--- config.mk ---
export PLATFORM = sky130hd
export DESIGN_NAME = sense_barrier_unit
export DESIGN_NICKNAME = d
export VERILOG_FILES = /design/src/rtl/sr_barrier_pkg.sv /design/src/rtl/sr_sense_slot.sv /design/src/rtl/sr_arrival_counter.sv /design/src/rtl/sr_episode_flag.sv /design/src/rtl/sense_barrier_unit.sv
export SDC_FILE = /design/constraint.sdc
export NUM_CORES = 1
export LEC_CHECK = 0
export ABC_AREA = 1
export BUFFER_PORTS_ARGS = -buffer_cell sky130_fd_sc_hd__buf_2
export CAP_MARGIN = 20
export CORE_AREA = 2 2 39 41
export DETAILED_ROUTE_END_ITERATION = 7
export DIE_AREA = 0 0 41 43
export PLACE_DENSITY = 0.76
export REMOVE_ABC_BUFFERS = 1
export SETUP_SLACK_MARGIN = 0.5
export SLEW_MARGIN = 0
export SYNTH_ARGS = -nofsm -noshare
export SYNTH_HDL_FRONTEND = slang
export SYNTH_SLANG_ARGS = --single-unit
export TNS_END_PERCENT = 10
--- constraint.sdc ---
create_clock -name clk -period 8.3 [get_ports clk]
set_clock_uncertainty 0.05 [all_clocks]
set_input_delay 0.415 -clock clk [delete_from_list [all_inputs] [get_ports clk]]
set_output_delay 0.415 -clock clk [all_outputs]
set_load 0.03 [all_outputs]
--- src/rtl/sr_barrier_pkg.sv ---
package sr_barrier_pkg;

  // Largest group size the counting helpers accept.
  localparam int unsigned MAX_PART = 64;

  // Number of set bits in a (zero-extended) arrival vector.
  function automatic int unsigned count_ones(input logic [MAX_PART-1:0] vec);
    int unsigned total;
    total = 0;
    for (int k = 0; k < MAX_PART; k++) begin
      total += int'(vec[k]);
    end
    return total;
  endfunction

  // Held count after this cycle's accepted arrivals, before wrap.
  function automatic int unsigned next_total(input int unsigned held,
                                             input logic [MAX_PART-1:0] accepted);
    return held + count_ones(accepted);
  endfunction

endpackage

--- src/rtl/sr_sense_slot.sv ---
// One participant: private sense bit plus a "has ever arrived" marker.
module sr_sense_slot (
  input  logic clk,
  input  logic rst_n,
  input  logic arrive,
  input  logic global_flag,
  output logic accept,
  output logic waiting,
  output logic local_sense,
  output logic release_out
);

  logic sense_q;
  logic seen_q;

  // Held while the private sense differs from the episode flag.
  assign waiting     = sense_q ^ global_flag;
  assign accept      = arrive & ~waiting;
  assign release_out = seen_q & ~waiting;
  assign local_sense = sense_q;

  always_ff @(posedge clk) begin
    if (!rst_n) begin
      sense_q <= 1'b0;
      seen_q  <= 1'b0;
    end else if (accept) begin
      sense_q <= ~sense_q;
      seen_q  <= 1'b1;
    end
  end

endmodule

--- src/rtl/sr_arrival_counter.sv ---
// Counts held participants; flags the cycle that fills the group.
module sr_arrival_counter #(
  parameter int unsigned NUM_PART = 4,
  parameter int unsigned CNT_W    = $clog2(NUM_PART + 1)
) (
  input  logic                clk,
  input  logic                rst_n,
  input  logic [NUM_PART-1:0] accepted,
  output logic [CNT_W-1:0]    count_q,
  output logic                complete
);

  import sr_barrier_pkg::*;

  localparam int unsigned SUM_W = CNT_W + 1;

  logic [MAX_PART-1:0] accepted_wide;
  logic [SUM_W-1:0]    sum;

  assign accepted_wide = MAX_PART'(accepted);
  assign sum           = SUM_W'(next_total(int'(count_q), accepted_wide));
  assign complete      = (sum == SUM_W'(NUM_PART));

  always_ff @(posedge clk) begin
    if (!rst_n) begin
      count_q <= '0;
    end else if (complete) begin
      count_q <= '0;
    end else begin
      count_q <= CNT_W'(sum);
    end
  end

endmodule

--- src/rtl/sr_episode_flag.sv ---
// Shared episode flag: flips once per completed episode.
module sr_episode_flag (
  input  logic clk,
  input  logic rst_n,
  input  logic complete,
  output logic flag_q
);

  always_ff @(posedge clk) begin
    if (!rst_n) begin
      flag_q <= 1'b0;
    end else if (complete) begin
      flag_q <= ~flag_q;
    end
  end

endmodule

--- src/rtl/sense_barrier_unit.sv ---
module sense_barrier_unit #(
  parameter int unsigned NUM_PART = 4
) (
  input  logic                clk,
  input  logic                rst_n,
  input  logic [NUM_PART-1:0] arrive_i,
  output logic [NUM_PART-1:0] release_o
);

  localparam int unsigned CNT_W = $clog2(NUM_PART + 1);

  // Named internal events, brought out for the checker.
  logic [NUM_PART-1:0] accepted;
  logic [NUM_PART-1:0] waiting;
  logic [NUM_PART-1:0] local_sense;
  logic [CNT_W-1:0]    count_q;
  logic                complete;
  logic                global_flag;

  generate
    for (genvar g = 0; g < NUM_PART; g++) begin : g_slot
      sr_sense_slot u_slot (
        .clk         (clk),
        .rst_n       (rst_n),
        .arrive      (arrive_i[g]),
        .global_flag (global_flag),
        .accept      (accepted[g]),
        .waiting     (waiting[g]),
        .local_sense (local_sense[g]),
        .release_out (release_o[g])
      );
    end
  endgenerate

  sr_arrival_counter #(
    .NUM_PART (NUM_PART),
    .CNT_W    (CNT_W)
  ) u_count (
    .clk      (clk),
    .rst_n    (rst_n),
    .accepted (accepted),
    .count_q  (count_q),
    .complete (complete)
  );

  sr_episode_flag u_flag (
    .clk      (clk),
    .rst_n    (rst_n),
    .complete (complete),
    .flag_q   (global_flag)
  );

endmodule

==> summary.txt, run 1 <==
Power and ir drop
  – PwrDens: 388 nW/µm²
  – Leak pwr: 0.437 nW
  – Peak VDD IR: 188 µV
  – Pwr Total: 0.299 mW

Synthesis
  – Flops & latches, synth: 12
  – Syn. warnings: 0
  – Avg Inst Size Synth: 7.63 µm²
  – Register area share after synthesis: 33.2%
  – Syn Inst Count: 95
  – Synth top area share: 33.2%
  – Synth cell types: 14
  – Post-Synthesis Cell Area: 724 µm²
  – Biggest area consumer among synthesized cells: dfxtp_1
  – Synth top area cells: dfxtp_1 33%, inv_1 12%, xnor2_2 9.0%

Finish
  – Core Util, Final: 55.7%
  – Share of layout cells above drive strength 1: 17.6%
  – Synth-to-layout area growth: 6.39%
  – Final net count: 117
  – Finished Cell Area: 771 µm²
  – Fin cells: 118
  – Diode count: 0

Timing
  – Achievable Freq: 321 MHz
  – RSZ-0062 raised after global routing: false
  – Min Hold Slack: 0.295 ns
  – Final worst-path setup slack: 5.18 ns
  – Endpoints failing hold: 0
  – Final min period: 3.12 ns
  – Max-slew violation count: 0
  – Worst-margin pin slew: 0.593 ns
  – Fin Setup TNS: 0 ns
  – Setup violations, final: 0
  – Period utilisation layout: 37.6%
  – Slew HR: 60.4%

Critical path
  – Reg2Reg Setup Slack: 5.18 ns
  – Critical path data required time: 8.41 ns
  – CP bufs+invs: 4
  – Critical path data arrival time: 3.23 ns
  – Crit path largest cell delay: 0.70 ns
  – Critical Path Start Type: flip-flop
  – CP endpoint kind: flip-flop
  – CP Max Fanout: 10
  – Critical path class: reg -> reg
  – CP dominant cell by count: inv_1
  – CP max-delay cell: dfxtp_1
  – Worst setup path start: u_flag.flag_q
  – CP cell instances: xnor2_2, nand2_1, inv_1, ha_1, inv_1, fa_1, inv_1, ha_1, inv_1, fa_1, nand2_1, nor2_1, nand3_1, nand2_1, nor2_1
  – Worst r2r src: u_flag.flag_q
  – Reg2reg path depth: 15
  – R2R Path End: u_count.count_q[1]
  – CP delay by family, top: adder cells

Clock tree
  – Worst skew pair latency: 0.26 ns
  – H-tree depth: 1
  – Cts hold-fix bufs: 0
  – CTS root buf: clkbuf_4
  – Worst-path clk slew: 0.07 ns
  – Num CTS Buffers: 3
  – CTS Sinks: 12
  – # resized after CTS: 0
  – Postcts setup bufs: 0
  – Largest buffer count on any clock path: 2
  – CTS tree: done

Run status
  – Status: completed

Routing
  – DRT Pass-1 Iters: 4
  – Vias: 550
  – # DRC: 0
  – Final ANT Viol Nets: 0
  – Drt initial violations: 18
  – DR vias/cell: 4.66
  – Drt total wl: 1090 µm
  – Avg WL per Cell: 9.24 µm

Die
  – Num ports: 10
  – Die area: 1760 µm²
  – Initial Util: 52.4%
  – Core area: 1380 µm²
  – Placement Rows: 14
  – Die H: 43 µm
  – Die W: 41 µm

Placement
  – Placed Instances: 115
  – RePlAce Congestion: 0.798
  – Placed cell areas: 748 µm²
  – I/O Buffers: 9
  – HPWL Detailed: 885 µm
  – Pre-CTS setup slack: 5.18 ns

Global route
  – Vias in the first global route: 461
  – Initial antenna violation count: 0
  – Pin count of the biggest net entering global routing: 11
  – M1 GR Usage: 20.1%
  – First-pass GRT wire length: 1870 µm
  – Total gr overflow: 0
  – GRT Resource Usage Total: 16.1%
  – Met3 Use GR: 3.14%
  – Most used routing layer in global routing: met2
  – Grt met2 use: 24.1%

Hold path
  – Hold WC Path Type: in -> reg
  – Hold Path End: g_slot[1].u_slot.local_sense
  – Hold_sp: arrive_i[1]
  – WHS Path Cells: 2

Job
  – Max-cap viol count: 0
how the worst max path moves through the flow:
stage,endpoint,slack [ns],cells after the start
floorplan,u_count.count_q[1],5.46,15
global placement,u_count.count_q[1],5.23,15
detailed placement,u_count.count_q[1],5.18,15
CTS,u_count.count_q[1],5.16,15
global route,u_count.count_q[1],4.91,15
finish,u_count.count_q[1],5.18,15
cells in the mapped netlist:
cell type / instances
a21oi_1: 7
a21oi_2: 1
buf_4: 4
buf_6: 1
dfxtp_1: 12
fa_1: 2
ha_1: 5
inv_1: 24
nand2_1: 17
nand2_2: 1
nand3_1: 2
nor2_1: 11
o21ai_0: 4
xnor2_2: 4
flip-flops by register name (all words and copies together) (netlist names):
signal	flops
u_count.count_q	3
g_slot.u_slot.seen_q	4
g_slot.u_slot.local_sense	4
u_flag.flag_q	1
cell usage in the layout, fill, tap and decap left out:
cell type  instances
a21oi_1            7
a21oi_2            1
buf_2              9
clkbuf_4           3
dfxtp_1           12
fa_1               2
ha_1               5
inv_1             24
nand2_1           17
nand2_2            1
nand3_1            2
nor2_1            11
o21ai_0            4
xnor2_2            4
cell families after synthesis:
logic type / share of synthesized area, %
AOI/OAI and AO/OA: 8.81
xor gates and xnor gates: 8.98
adders and majority gates: 14.2
buffers and inverters: 18.1
DFF: 33.2
and+or+nand+nor: 16.8
area by class of cell:
type / count / area [µm²]
Fill cell: 134 / 613
Inverter: 24 / 90.1
Timing Repair Buffer: 9 / 45.0
Tap cell: 16 / 20.0
Clock buffer: 3 / 22.5
Sequential cell: 12 / 240
Multi-Input combinational cell: 54 / 353
layer usage:
metal / up-vias / part of all wire, %
met4: 0 / 3.0
met5: - / 0
li1: 293 / -
met2: 11 / 43
met1: 242 / 50
met3: 4 / 3.1
worst reg2reg max path, delay by kind of cell, from the launching register on:
family,cells,cell delay (ns)
buffers and inverters,4,0.23
and+or+nand+nor,6,0.51
DFF,1,0.70
adders and majority gates,4,1.37
xor gates and xnor gates,1,0.14
power by group:
| group | internal, mW | switching [mW] | leakage, nW | total [mW] |
|---|---|---|---|---|
| sequential | 0.0725 | 0.0166 | 0.0998 | 0.0891 |
| combinational | 0.0748 | 0.101 | 0.323 | 0.176 |
| clock | 0.0167 | 0.0172 | 0.0138 | 0.0340 |
(Power assumes the default switching activity.)
==> inputs of run 2 (changes only) <==
- ABC_AREA: 1 -> 0
- CORE_AREA: 2 2 39 41 -> default
- CORE_UTILIZATION: default -> 48
- DIE_AREA: 0 0 41 43 -> default
- PLACE_DENSITY: 0.76 -> 0.72
- clock period: 8.3 -> 2.6 ns (I/O delays scaled with it)
==> summary.txt, run 2 <==
Critical path
  – Critical path data arrival time: 2.99 ns
  – Critical Path Start Type: flip-flop
  – CP Max Fanout: 4
  – Critical path class: reg -> reg
  – CP max-delay cell: fa_1
  – Crit path largest cell delay: 0.54 ns
  – Critical path data required time: 2.72 ns
  – CP endpoint kind: flip-flop
  – CP cell instances: xnor2_2, and2_4, ha_4, inv_2, fa_1, inv_1, ha_2, inv_2, fa_1, nor3b_2, o211ai_1, and3_1

Die
  – Die H: 39.6 µm
  – Placement Rows: 13
  – Num ports: 10
  – Core area: 1300 µm²
  – Die area: 1570 µm²
  – Die W: 39.6 µm
  – Initial Util: 52.2%

Finish
  – Fill cell count: 123
  – Diode count: 0
  – Core Util, Final: 62.1%
  – Share of layout cells above drive strength 1: 35.4%
  – Final net count: 97
  – Fin cells: 97
  – Most frequent cells in the layout: 11 x dfxtp_1, 9 x buf_2, 8 x inv_1, 8 x and2_1, 5 x buf_4
  – Finished Cell Area: 808 µm²
  – Synth-to-layout area growth: 19.0%
  – Most common cell after layout, fill and taps aside: dfxtp_1

Placement
  – RePlAce Congestion: 0.687
  – Placed Instances: 93
  – HPWL Detailed: 816 µm
  – Placed cell areas: 736 µm²
  – I/O Buffers: 9

Run status
  – Failing checks: negative setup slack
  – Status: complete, but fails checks

Routing
  – # DRC: 0
  – DRT Pass-1 Iters: 2
  – Final ANT Viol Nets: 0
  – Avg WL per Cell: 10.9 µm
  – DR vias/cell: 4.76
  – Drt total wl: 1060 µm
  – Drt initial violations: 1
  – Vias: 462

Timing
  – Endpoints failing hold: 0
  – Worst-margin pin slew: 0.251 ns
  – RSZ-0062 raised after global routing: true
  – Final worst-path setup slack: -0.271 ns
  – Fin Setup TNS: -0.489 ns
  – Final min period: 2.87 ns
  – Achievable Freq: 348 MHz
  – Slew HR: 83.2%
  – Max-slew violation count: 0
  – Setup violations, final: 2
  – Period utilisation layout: 110%

Power and ir drop
  – Leak pwr: 0.395 nW
  – Peak VDD IR: 586 µV
  – PwrDens: 1270 nW/µm²

Synthesis
  – Flops & latches, synth: 12
  – Count leader, synth: dfxtp_1
  – Synth cell types: 20
  – Most instantiated cells after synthesis: 12 x dfxtp_1, 10 x inv_1, 8 x and2_1, 5 x ha_1, 5 x xnor2_1
  – Synth top area cells: dfxtp_1 35%, ha_1 9.2%, and2_1 7.4%
  – Post-Synthesis Cell Area: 679 µm²
  – Asr flop ratio synth: 0%
  – Syn Inst Count: 70
  – Number of synthesized flops with an enable pin: 0
  – Biggest area consumer among synthesized cells: dfxtp_1
  – Avg Inst Size Synth: 9.71 µm²
  – Synth top area share: 35.4%
  – Syn. warnings: 0
  – Register area share after synthesis: 35.4%
  – Commonest register cell after synthesis: dfxtp_1

Clock tree
  – H-tree depth: 1
  – Worst skew pair latency: 0.27 ns
  – CTS root buf: clkbuf_4
  – Largest buffer count on any clock path: 2
  – Num CTS Buffers: 3
  – Worst-path clk slew: 0.08 ns
  – CTS tree: done
  – CTS Sinks: 12
  – Cts hold-fix bufs: 0

Global route
  – First-pass GRT wire length: 1640 µm
  – Vias in the first global route: 412
  – Pin count of the biggest net entering global routing: 14
  – Initial antenna violation count: 0
  – GRT Resource Usage Total: 16.4%
  – Total gr overflow: 0

Job
  – Max-cap viol count: 0

Hold path
  – Hold WC Path Type: in -> reg
## run 2: final timing paths
| check | cells after the start | slack [ns] | from | to |
|---|---|---|---|---|
| max | 12 | -0.27 | u_flag.flag_q | u_count.count_q[2] |
| min | 2 | 0.06 | arrive_i[3] | g_slot[3].u_slot.local_sense |
| max reg2reg | 12 | -0.27 | u_flag.flag_q | u_count.count_q[2] |
| min reg2reg | 1 | 0.41 | g_slot[0].u_slot.seen_q | g_slot[0].u_slot.seen_q |
## run 2: cell families after synthesis
logic type | share of synthesized area, %
buf+inv | 12.2
xor+xnor | 6.45
simple gates | 17.7
flops | 35.4
fa+ha+maj | 15.1
mux | 5.89
compound gates | 7.37
## run 2: area by class of cell
| class | count | area [µm²] | area share [%] |
|---|---|---|---|
| multi-input cells | 42 | 392 | 48.5 |
| flip-flops and latches | 12 | 244 | 30.2 |
| repair buffers | 15 | 93.8 | 11.6 |
| inverters | 10 | 37.5 | 4.64 |
| clock buffers | 3 | 22.5 | 2.79 |
| well taps | 15 | 18.8 | 2.32 |
## run 2: metal layers
layer	track usage, %	wire length, µm	vias to the layer above
met5	0	0	-
met2	26.2	529	9
met3	5.11	35	2
li1	-	-	244
met4	7.76	5	0
met1	19.5	491	207
## run 2: through the flow
step / worst slack (ns) / power (mW) / hold slack [ns]
5_1_grt: -0.417 / 1.12 / 0.0561
3_5_place_dp: -0.344 / 0.791 / 0.342
2_1_floorplan: -0.283 / 0.628 / 0.197
6_report: -0.271 / 1.03 / 0.0614
3_3_place_gp: -0.268 / 0.773 / 0.331
4_1_cts: -0.257 / 0.931 / 0.0563
## run 2: timing repair
item,in CTS,in global routing
buffers inserted,0,1
gates resized for setup,3,7
pin swaps,2,8
setup endpoints to repair,4,4
## run 2: report_power, final
part / switching (mW) / internal, mW
Sequential: 0.0321 / 0.236
Combinational: 0.283 / 0.365
Clock: 0.0610 / 0.0535
Total: 0.376 / 0.654
## run 2: critical path: cells and delay by family (launching register included)
kind / cells / cell delay [ns]
fa+ha+maj: 4 / 1.41
simple gates: 3 / 0.51
flops: 1 / 0.37
buf+inv: 3 / 0.14
compound gates: 1 / 0.14
xor+xnor: 1 / 0.13
